## src/rtl/pkf_pkg.sv

```systemverilog
package pkf_pkg;
  typedef struct packed {
    logic fall;
    logic rise;
  } bclk_evt_t;
endpackage

```

## src/rtl/pkf_clk_gen.sv

```systemverilog
module pkf_clk_gen #(
  parameter int HALF_DIV   = 1,
  parameter int FRAME_BITS = 256,
  localparam int CW = $clog2(FRAME_BITS),
  localparam int DW = (HALF_DIV > 1) ? $clog2(HALF_DIV) : 1
) (
  input  logic                clk_i,
  input  logic                rst_ni,
  output pkf_pkg::bclk_evt_t  evt_o,
  output logic                bclk_o,
  output logic                fclk_o,
  output logic [CW-1:0]       bit_o,
  output logic [CW-1:0]       bit_nxt_o
);
  logic [DW-1:0] div_q;
  logic          bclk_q;
  logic [CW-1:0] bit_q;
  logic          tick;

  assign tick = (div_q == DW'(HALF_DIV - 1));

  always_ff @(posedge clk_i or negedge rst_ni) begin
    if (!rst_ni) begin
      div_q  <= '0;
      bclk_q <= 1'b1;
      bit_q  <= '1;
    end else begin
      div_q <= tick ? '0 : div_q + 1'b1;
      if (tick) bclk_q <= ~bclk_q;
      if (tick && bclk_q) bit_q <= bit_q + 1'b1;
    end
  end

  assign evt_o.fall = tick & bclk_q;
  assign evt_o.rise = tick & ~bclk_q;
  assign bclk_o     = bclk_q;
  assign fclk_o     = bit_q[CW-1];
  assign bit_o      = bit_q;
  assign bit_nxt_o  = bit_q + 1'b1;
endmodule

```

## src/rtl/pkf_tx.sv

```systemverilog
module pkf_tx #(
  parameter int WORD_BITS = 24,
  parameter int SLOT_BITS = 32,
  parameter int SLOTS     = 8,
  localparam int CW = $clog2(SLOTS * SLOT_BITS),
  localparam int SW = $clog2(SLOTS),
  localparam int PW = $clog2(SLOT_BITS),
  localparam int IW = $clog2(WORD_BITS)
) (
  input  logic                 clk_i,
  input  logic                 rst_ni,
  input  logic                 fall_i,
  input  logic [CW-1:0]        bit_i,
  input  logic [CW-1:0]        bit_nxt_i,
  input  logic [WORD_BITS-1:0] adc_l_i,
  input  logic [WORD_BITS-1:0] adc_r_i,
  output logic                 sdata_o
);
  logic [WORD_BITS-1:0] l_q, r_q, l_w, r_w;
  logic [SW-1:0]        slot_n;
  logic [PW-1:0]        pos_n;
  logic [IW-1:0]        idx;
  logic                 frame_start, tx_bit;

  assign slot_n      = bit_nxt_i[CW-1 -: SW];
  assign pos_n       = bit_nxt_i[PW-1:0];
  assign frame_start = fall_i && (bit_nxt_i == '0);
  assign l_w         = frame_start ? adc_l_i : l_q;
  assign r_w         = frame_start ? adc_r_i : r_q;
  assign idx         = IW'(WORD_BITS - 1) - IW'(pos_n);

  always_comb begin
    tx_bit = 1'b0;
    if (int'(pos_n) < WORD_BITS) begin
      if (slot_n == '0)                 tx_bit = l_w[idx];
      else if (slot_n == SW'(SLOTS/2))  tx_bit = r_w[idx];
    end
  end

  always_ff @(posedge clk_i or negedge rst_ni) begin
    if (!rst_ni) begin
      l_q     <= '0;
      r_q     <= '0;
      sdata_o <= 1'b0;
    end else if (fall_i) begin
      l_q     <= l_w;
      r_q     <= r_w;
      sdata_o <= tx_bit;
    end
  end


  pad_zero_chk: assert property (@(posedge clk_i) disable iff (!rst_ni)
    (int'(bit_i[PW-1:0]) >= WORD_BITS) |-> !sdata_o);

  idle_slot_chk: assert property (@(posedge clk_i) disable iff (!rst_ni)
    (bit_i[CW-1 -: SW] != '0 && bit_i[CW-1 -: SW] != SW'(SLOTS/2)) |-> !sdata_o);
endmodule

```

## src/rtl/pkf_rx.sv

```systemverilog
module pkf_rx #(
  parameter int WORD_BITS = 24,
  parameter int SLOT_BITS = 32,
  parameter int SLOTS     = 8,
  localparam int CW = $clog2(SLOTS * SLOT_BITS),
  localparam int SW = $clog2(SLOTS),
  localparam int PW = $clog2(SLOT_BITS)
) (
  input  logic                       clk_i,
  input  logic                       rst_ni,
  input  logic                       rise_i,
  input  logic [CW-1:0]              bit_i,
  input  logic                       sdata_i,
  output logic [SLOTS*WORD_BITS-1:0] dac_o,
  output logic                       done_o
);
  logic [WORD_BITS-1:0] shift_q, shift_d;
  logic [WORD_BITS-1:0] stage_q [SLOTS];
  logic [SW-1:0]        slot;
  logic [PW-1:0]        pos;
  logic                 data_bit, word_end, last_slot;

  assign slot      = bit_i[CW-1 -: SW];
  assign pos       = bit_i[PW-1:0];
  assign data_bit  = int'(pos) < WORD_BITS;
  assign word_end  = int'(pos) == WORD_BITS - 1;
  assign last_slot = slot == SW'(SLOTS - 1);
  assign shift_d   = {shift_q[WORD_BITS-2:0], sdata_i};

  always_ff @(posedge clk_i or negedge rst_ni) begin
    if (!rst_ni) begin
      shift_q <= '0;
      dac_o   <= '0;
      done_o  <= 1'b0;
      for (int k = 0; k < SLOTS; k++) stage_q[k] <= '0;
    end else begin
      done_o <= 1'b0;
      if (rise_i && data_bit) begin
        shift_q <= shift_d;
        if (word_end) begin
          stage_q[slot] <= shift_d;
          if (last_slot) begin
            for (int k = 0; k < SLOTS - 1; k++) dac_o[k*WORD_BITS +: WORD_BITS] <= stage_q[k];
            dac_o[(SLOTS-1)*WORD_BITS +: WORD_BITS] <= shift_d;
            done_o <= 1'b1;
          end
        end
      end
    end
  end


  done_pulse_chk: assert property (@(posedge clk_i) disable iff (!rst_ni)
    done_o |=> !done_o);

  dac_hold_chk: assert property (@(posedge clk_i) disable iff (!rst_ni)
    !$stable(dac_o) |-> done_o);
endmodule

```

## src/rtl/pkf_packed_frame.sv

```systemverilog
module pkf_packed_frame #(
  parameter int HALF_DIV  = 1,
  parameter int SLOTS     = 8,
  parameter int SLOT_BITS = 32,
  parameter int WORD_BITS = 24,
  localparam int FRAME_BITS = SLOTS * SLOT_BITS,
  localparam int CW         = $clog2(FRAME_BITS)
) (
  input  logic                       clk_i,
  input  logic                       rst_ni,
  output logic                       bclk_o,
  output logic                       fclk_o,
  input  logic                       sdata_i,
  output logic                       sdata_o,
  input  logic [WORD_BITS-1:0]       adc_l_i,
  input  logic [WORD_BITS-1:0]       adc_r_i,
  output logic [SLOTS*WORD_BITS-1:0] dac_o,
  output logic                       frame_done_o
);
  pkf_pkg::bclk_evt_t evt;
  logic [CW-1:0]      bit_cur, bit_nxt;

  pkf_clk_gen #(.HALF_DIV(HALF_DIV), .FRAME_BITS(FRAME_BITS)) u_clk (
    .clk_i(clk_i), .rst_ni(rst_ni), .evt_o(evt), .bclk_o(bclk_o),
    .fclk_o(fclk_o), .bit_o(bit_cur), .bit_nxt_o(bit_nxt)
  );

  pkf_tx #(.WORD_BITS(WORD_BITS), .SLOT_BITS(SLOT_BITS), .SLOTS(SLOTS)) u_tx (
    .clk_i(clk_i), .rst_ni(rst_ni), .fall_i(evt.fall), .bit_i(bit_cur),
    .bit_nxt_i(bit_nxt), .adc_l_i(adc_l_i), .adc_r_i(adc_r_i), .sdata_o(sdata_o)
  );

  pkf_rx #(.WORD_BITS(WORD_BITS), .SLOT_BITS(SLOT_BITS), .SLOTS(SLOTS)) u_rx (
    .clk_i(clk_i), .rst_ni(rst_ni), .rise_i(evt.rise), .bit_i(bit_cur),
    .sdata_i(sdata_i), .dac_o(dac_o), .done_o(frame_done_o)
  );


  fclk_edge_chk: assert property (@(posedge clk_i) disable iff (!rst_ni)
    !$stable(fclk_o) |-> $fell(bclk_o));

  done_half_chk: assert property (@(posedge clk_i) disable iff (!rst_ni)
    frame_done_o |-> fclk_o);
endmodule

```

## config.mk

```make
export PLATFORM = sky130hd
export DESIGN_NAME = pkf_packed_frame
export DESIGN_NICKNAME = d
export VERILOG_FILES = /design/src/rtl/pkf_pkg.sv /design/src/rtl/pkf_clk_gen.sv /design/src/rtl/pkf_tx.sv /design/src/rtl/pkf_rx.sv /design/src/rtl/pkf_packed_frame.sv
export SDC_FILE = /design/constraint.sdc
export NUM_CORES = 1
export LEC_CHECK = 0
export BUFFER_PORTS_ARGS = -buffer_cell sky130_fd_sc_hd__clkbuf_2
export CAP_MARGIN = 15
export CORE_ASPECT_RATIO = 1.75
export CORE_MARGIN = 4
export CORE_UTILIZATION = 25
export DETAILED_ROUTE_END_ITERATION = 8
export GPL_ROUTABILITY_DRIVEN = 0
export GPL_TIMING_DRIVEN = 0
export HOLD_SLACK_MARGIN = 0.1
export PLACE_DENSITY = 0.4
export SYNTH_ARGS = -nofsm -noshare
export SYNTH_HDL_FRONTEND = slang
export SYNTH_SLANG_ARGS = --single-unit
```

## constraint.sdc

```tcl
create_clock -name clk_i -period 4.01 [get_ports clk_i]
set_clock_uncertainty 0.1 [all_clocks]
set_input_delay 0.802 -clock clk_i [delete_from_list [all_inputs] [get_ports clk_i]]
set_output_delay 0.802 -clock clk_i [all_outputs]
set_load 0.005 [all_outputs]
```

==> results.toml, run 1 <==
[yosys]
synth_seq_cells = 442
synth_xor_area_share_pct = 0.700
synth_enable_flop_cells = 0
synth_nets = 1202
synth_compound_area_share_pct = 1.37
synth_simple_gate_area_share_pct = 3.79
ys_warn_count = 0
synth_flop_cell = "dfrtp_1"
synth_top_family_by_area = "multiplexers"
synth_cells = 1148
postSynthAreaPerCell_um2 = 15.1
async_flop_share_pct = 100
yosysSeqAreaShare_pct = 63.8
synthMuxAreaShare_pct = 27.8
synth_fa_ha_area_share_pct = 0.216
syn_area_um2 = 17300
synth_cell_types = 54

[power]
p_per_area_nw_per_um2 = 424
peakVddDrop_mv = 0.251
leakagePower_nw = 10.7
finalPower_w = 0.00908

[final_layout]
fillers = 6976
antenna_cells = 0
final_common_cell = "dfrtp_1"
syn2layout_area_growth_pct = 23.4
fin_nets = 1504
drive_gt1_share_pct = 52.8
final_cell_mix = "dfrtp_1, mux2_2, clkbuf_2, nand2_1, clkbuf_16"

[global_routing]
grt_max_degree = 112
grt_first_pass_wirelength_um = 77300
antenna_found_initial = 0
grt_util_all_layers_pct = 13.9
overflow = 0
grt_pass1_vias = 11300

[clocking]
cts.clk_slew.worst_paths_ns = 0.07
cts_tree = "built"
htreeDepth = 2
numCtsBuffers = 47
clockBufferDepth = 3
cts-root-buf = "clkbuf_16"
clock-sinks = 442
postCtsSetupBuffers = 0
clk_latency_ns = 0.58

[setup_path]
crit_fanout = 10
path_class = "register to register"
required_ns = 4.38
critPathSlowestCell = "clkbuf_1"
max_stage_delay_ns = 0.63
timing.critical_path.from_type = "register"
crit_top_cell = "clkbuf_1"
critPathBufInv = 4
cp_cell_sequence = "ha_1, buf_2, nand2_1, nor4b_1, nand2b_1, clkbuf_1, nor3_1, buf_4, clkbuf_1, mux2_2"
endpoint_kind = "register"
arrival_ns = 4.13
cpLargestDelayFamily = "buffers and inverters"

[routing]
drtIter0Drc = 291
vias_per_cell = 4.27
vias = 10200
firstDrtPassIters = 6
drc = 0
wl_per_cell_um = 21.7
drt-total-wl_um = 51800
ant_nets = 0

[placement]
numPortBuffers = 246
hpwl_um = 36100

[floorplan]
coreArea_um2 = 68600
rows = 127
die_area_um2 = 73800
ios = 247
start_util_pct = 25.3
die_width_um = 207
die_height_um = 356

[timing]
fmax_ghz = 0.266
finalMaxSlewViolations = 0
rsz0062_at_grt = "false"
finalSetupTns_ns = 0
max_slew.worst_pin.slew_ns = 1.14
finalCritPeriodShare_pct = 93.9
hold_viol_final = 0
period_needed_ns = 3.76
slew_headroom_pct = 24.3
finalSetupViolations = 0

[flow_run]
cap_violations = 0

[outcome]
status = "completed"

[min_path]
hold_path.class = "input pin to register"
[Yosys cell counts (2+ instances only)]
cell,number,area share [%]
nand4_1,3,0.11
buf_6,2,0.13
nand2_1,106,2.3
mux2i_1,2,0.12
buf_1,23,0.50
clkbuf_1,49,1.1
dfstp_2,9,1.4
nand3_1,6,0.17
mux2_2,397,26
mux2_4,4,0.35
buf_2,3,0.087
inv_1,7,0.15
buf_4,3,0.13
a22oi_1,2,0.087
o22ai_1,2,0.072
mux2_1,2,0.13
xor2_1,5,0.25
mux4_2,9,1.2
dfrtp_1,433,62
o21ai_0,8,0.23
nand2b_1,5,0.18
mux4_1,2,0.30
or3_1,3,0.11
a311oi_1,2,0.10
and2_1,2,0.072
ha_1,3,0.22
nor2_1,18,0.39
a21oi_1,3,0.087
and3_1,2,0.072
nor4_1,3,0.11
xnor2_1,7,0.35
[registers in the layout, indices dropped and copies added (netlist names)]
name / count
u_tx.l_q: 24
u_tx.r_q: 24
u_rx.dac_o: 192
u_clk.bit_o: 8
u_tx.sdata_o: 1
u_rx.done_o: 1
u_rx.stage_q: 168
u_rx.shift_q: 23
u_clk.bclk_o: 1
[worst paths after layout]
kind                                     endpoint  slack [ns]  cells past startpoint      startpoint
worst max-delay path            u_rx.stage_q[174]        0.25                     10  u_clk.bit_o[0]
worst min-delay path                 u_tx.r_q[17]        0.32                      3     adc_r_i[17]
worst max register to register  u_rx.stage_q[174]        0.25                     10  u_clk.bit_o[0]
worst min register to register       u_tx.r_q[23]        0.37                      2    u_tx.r_q[23]
max in group asynchronous          u_rx.dac_o[13]        1.78                      4          rst_ni
min in group asynchronous             u_tx.l_q[2]        0.67                      2          rst_ni
[metal layers]
layer / part of all wire, % / track usage [%] / vias to the layer above
li1: - / - / 4607
met3: 5.6 / 3.79 / 68
met2: 51 / 24.7 / 243
met4: 2.4 / 3.97 / 0
met5: 0 / 0 / -
met1: 41 / 16.4 / 5280
[tightest hold or removal path: cells and delay by family]
family / cells / cell delay [ns]
buffers and inverters: 1 / 0.08
and+or+nand+nor: 2 / 0.09
[stage by stage]
stage / hold slack (ns) / worst slack, ns / util, % / std cells / cell area, µm²
final: 0.320 / 0.246 / 31.2 / 2388 / 21400
after global routing: 0.300 / 0.0364 / 31.2 / 2388 / 21400
after CTS: 0.265 / 0.0264 / 31.1 / 2388 / 21400
after detailed placement: 0.354 / -0.302 / 28.9 / 2303 / 19800
after global placement: 0.348 / -8.51 / 28.7 / 2297 / 19700
after floorplan: 0.331 / 0.898 / - / 1148 / 17300
[where the power goes]
| group | internal, W | switching [W] | leakage, nW |
|---|---|---|---|
| logic | 0.0000537 | 0.000162 | 4.04 |
| registers | 0.00448 | 0.00000941 | 5.88 |
| clock network | 0.00248 | 0.00189 | 0.753 |
[cell families (layout without fill, tap and decap cells)]
group / after synthesis / count (layout)
flip-flops: 442 / 442
XOR/XNOR: 13 / 13
adder cells (fa/ha/maj): 3 / 3
AND/OR/NAND/NOR: 154 / 154
multiplexers: 416 / 416
AO/OA/AOI/OAI: 31 / 31
buffers and inverters: 89 / 426
[what timing repair did]
| action | in CTS | in global routing |
|---|---|---|
| hold buffers | 1 | 0 |
| gates resized for setup | 7 | 29 |
| hold endpoints to repair | 22 | 0 |
| cloned | 0 | 0 |
| pin swaps | 0 | 0 |
| endpoints found under the setup margin | 109 | 140 |
[final cells by class]
class                      count  area, µm²  area share [%]
clock buffer                  60       1290            6.05
multi-input combinational    617       5890            27.5
timing repair buffer         253       1380            6.46
tap                          903       1130            5.28
buffer                        82        398            1.86
clock inverter                24        216            1.01
sequential                   442      11100            51.7
inverter                       7       26.3           0.123
Power figures use the tool's default switching activity.
==> inputs of run 2 (changes only) <==
--- a/config.mk
+++ b/config.mk
@@ -15,6 +15,7 @@
 export GPL_TIMING_DRIVEN = 0
 export HOLD_SLACK_MARGIN = 0.1
 export PLACE_DENSITY = 0.4
+export REMOVE_ABC_BUFFERS = 1
 export SYNTH_ARGS = -nofsm -noshare
 export SYNTH_HDL_FRONTEND = slang
 export SYNTH_SLANG_ARGS = --single-unit
==> run 2 against run 1 <==
Net effect: core utilization up 0.17 points; final cell count shrank 2.8%; die area unchanged; sequential share of layout area shrank 0.27 points; wire length fell by 8.5%; global-route usage is 1.1 points lower; power is 0.95% higher; clock power increased by 3%; via count fell by 1.2%; sequential cell count unchanged; final area grew 0.55%; non-clock buffer count shrank 63.
==> results.toml, run 2 (same netlist as run 1, synthesis figures left out) <==
[outcome]
status = "completed"

[setup_path]
path_class = "register to register"
endpoint_kind = "register"
arrival_ns = 4.23
timing.critical_path.from_type = "register"
required_ns = 4.34
crit_fanout = 33

[final_layout]
fin_nets = 1441
final_common_cell = "dfrtp_1"
top_register = "u_rx.dac_o"
antenna_cells = 0
final_cell_mix = "dfrtp_1, mux2_2, clkbuf_2, nand2_1, clkbuf_16"
syn2layout_area_growth_pct = 24.1
largest_reg_flops = 192
drive_gt1_share_pct = 55.3
post-route-cell-area_um2 = 21500
fillers = 6933
reg_top3 = "u_rx.dac_o (192), u_rx.stage_q (168)"
fin_cells = 2320

[timing]
finalSetupTns_ns = 0
max_slew.worst_pin.slew_ns = 1.05
rsz0062_at_grt = "false"
finalMaxSlewViolations = 0
fmax_ghz = 0.256
slew_headroom_pct = 29.5
period_needed_ns = 3.91
finalCritPeriodShare_pct = 97.4
hold_viol_final = 0
finalSetupViolations = 0

[power]
peakVddDrop_mv = 0.275
leakagePower_nw = 10.7
p_per_area_nw_per_um2 = 426

[global_routing]
grt_max_degree = 107
grt_first_pass_wirelength_um = 72800
grt_util_all_layers_pct = 12.7
antenna_found_initial = 0
overflow = 0
grt_pass1_vias = 11000

[clocking]
htreeDepth = 2
clock-sinks = 442
cts_tree = "built"
hold_buffers = 0
cts.clk_slew.worst_paths_ns = 0.06
numCtsBuffers = 46
cts-root-buf = "clkbuf_16"
clk_latency_ns = 0.57
clockBufferDepth = 3

[floorplan]
rows = 127
start_util_pct = 25.3
ios = 247
die_height_um = 356
die_width_um = 207
coreArea_um2 = 68600
die_area_um2 = 73800

[routing]
firstDrtPassIters = 4
vias = 10100
drc = 0
drtIter0Drc = 274
vias_per_cell = 4.34
wl_per_cell_um = 20.4
drt-total-wl_um = 47400
ant_nets = 0

[placement]
hpwl_um = 32000
dp.cells = 2240
numPortBuffers = 246
placed_area_um2 = 19900

[min_path]
hold_path.class = "input pin to async pin"

[flow_run]
cap_violations = 0
[run 2: final cells by class]
type / instances / area, µm² / area share [%]
Inverter: 7 / 26.3 / 0.122
Clock buffer: 65 / 1360 / 6.33
Clock inverter: 13 / 205 / 0.953
Sequential cell: 442 / 11100 / 51.4
Tap cell: 903 / 1130 / 5.25
Timing Repair Buffer: 272 / 1760 / 8.16
Multi-Input combinational cell: 618 / 5970 / 27.7
[run 2: layer usage]
layer | global-route usage (%) | vias up | routed length [µm] | share of wire, %
li1 | - | 4474 | - | -
met1 | 15.2 | 5281 | 19300 | 41
met2 | 22.3 | 249 | 24100 | 51
met3 | 3.47 | 75 | 2600 | 5.5
met4 | 4.27 | 0 | 1360 | 2.9
met5 | 0 | - | 0 | 0
[run 2: through the flow]
stage | hold WS (ns) | worst slack (ns) | util [%] | power (W)
after floorplan | 0.331 | -6.75 | - | 0.00461
after global placement | 0.347 | -13.71 | 28.2 | 0.00476
after detailed placement | 0.359 | -0.566 | 29.0 | 0.00478
after CTS | 0.147 | 0.0462 | 31.3 | 0.00940
after global routing | 0.185 | 0.0409 | 31.4 | 0.00959
final | 0.151 | 0.104 | 31.4 | 0.00917
[run 2: worst paths after layout]
| path | from | to | slack (ns) | cells after the start |
|---|---|---|---|---|
| hold reg to reg | u_tx.r_q[20] | u_tx.r_q[20] | 0.37 | 2 |
| setup reg to reg | u_clk.bit_o[0] | u_tx.sdata_o | 0.10 | 10 |
| max in group asynchronous | rst_ni | u_rx.stage_q[94] | 2.11 | 3 |
| setup / recovery | u_clk.bit_o[0] | u_tx.sdata_o | 0.10 | 10 |
| min in group clk_i | adc_r_i[2] | u_tx.r_q[2] | 0.34 | 3 |
| hold / removal | rst_ni | u_rx.dac_o[145] | 0.15 | 1 |
[run 2: timing repair]
action | CTS | global route
pin swaps | 1 | 0
setup endpoints to repair | 1 | 1
gates resized for setup | 3 | 2
gates cloned | 1 | 0
setup buffers | 1 | 0
[run 2: power breakdown]
group / switching [W] / internal [W]
Clock: 0.00181 / 0.00267
Sequential: 0.0000470 / 0.00448
Combinational: 0.000106 / 0.0000485
[run 2: worst max-delay path, stage by stage, from the launching register on]
cell and delay (ns):
dfstp_4 0.74, nand3_1 0.16, xor2_1 0.44, and3_1 0.35, and3_4 0.25, buf_12 0.20, mux4_1 0.65, a22oi_1 0.37
o311a_1 0.23, o211a_1 0.17, o32ai_2 0.09
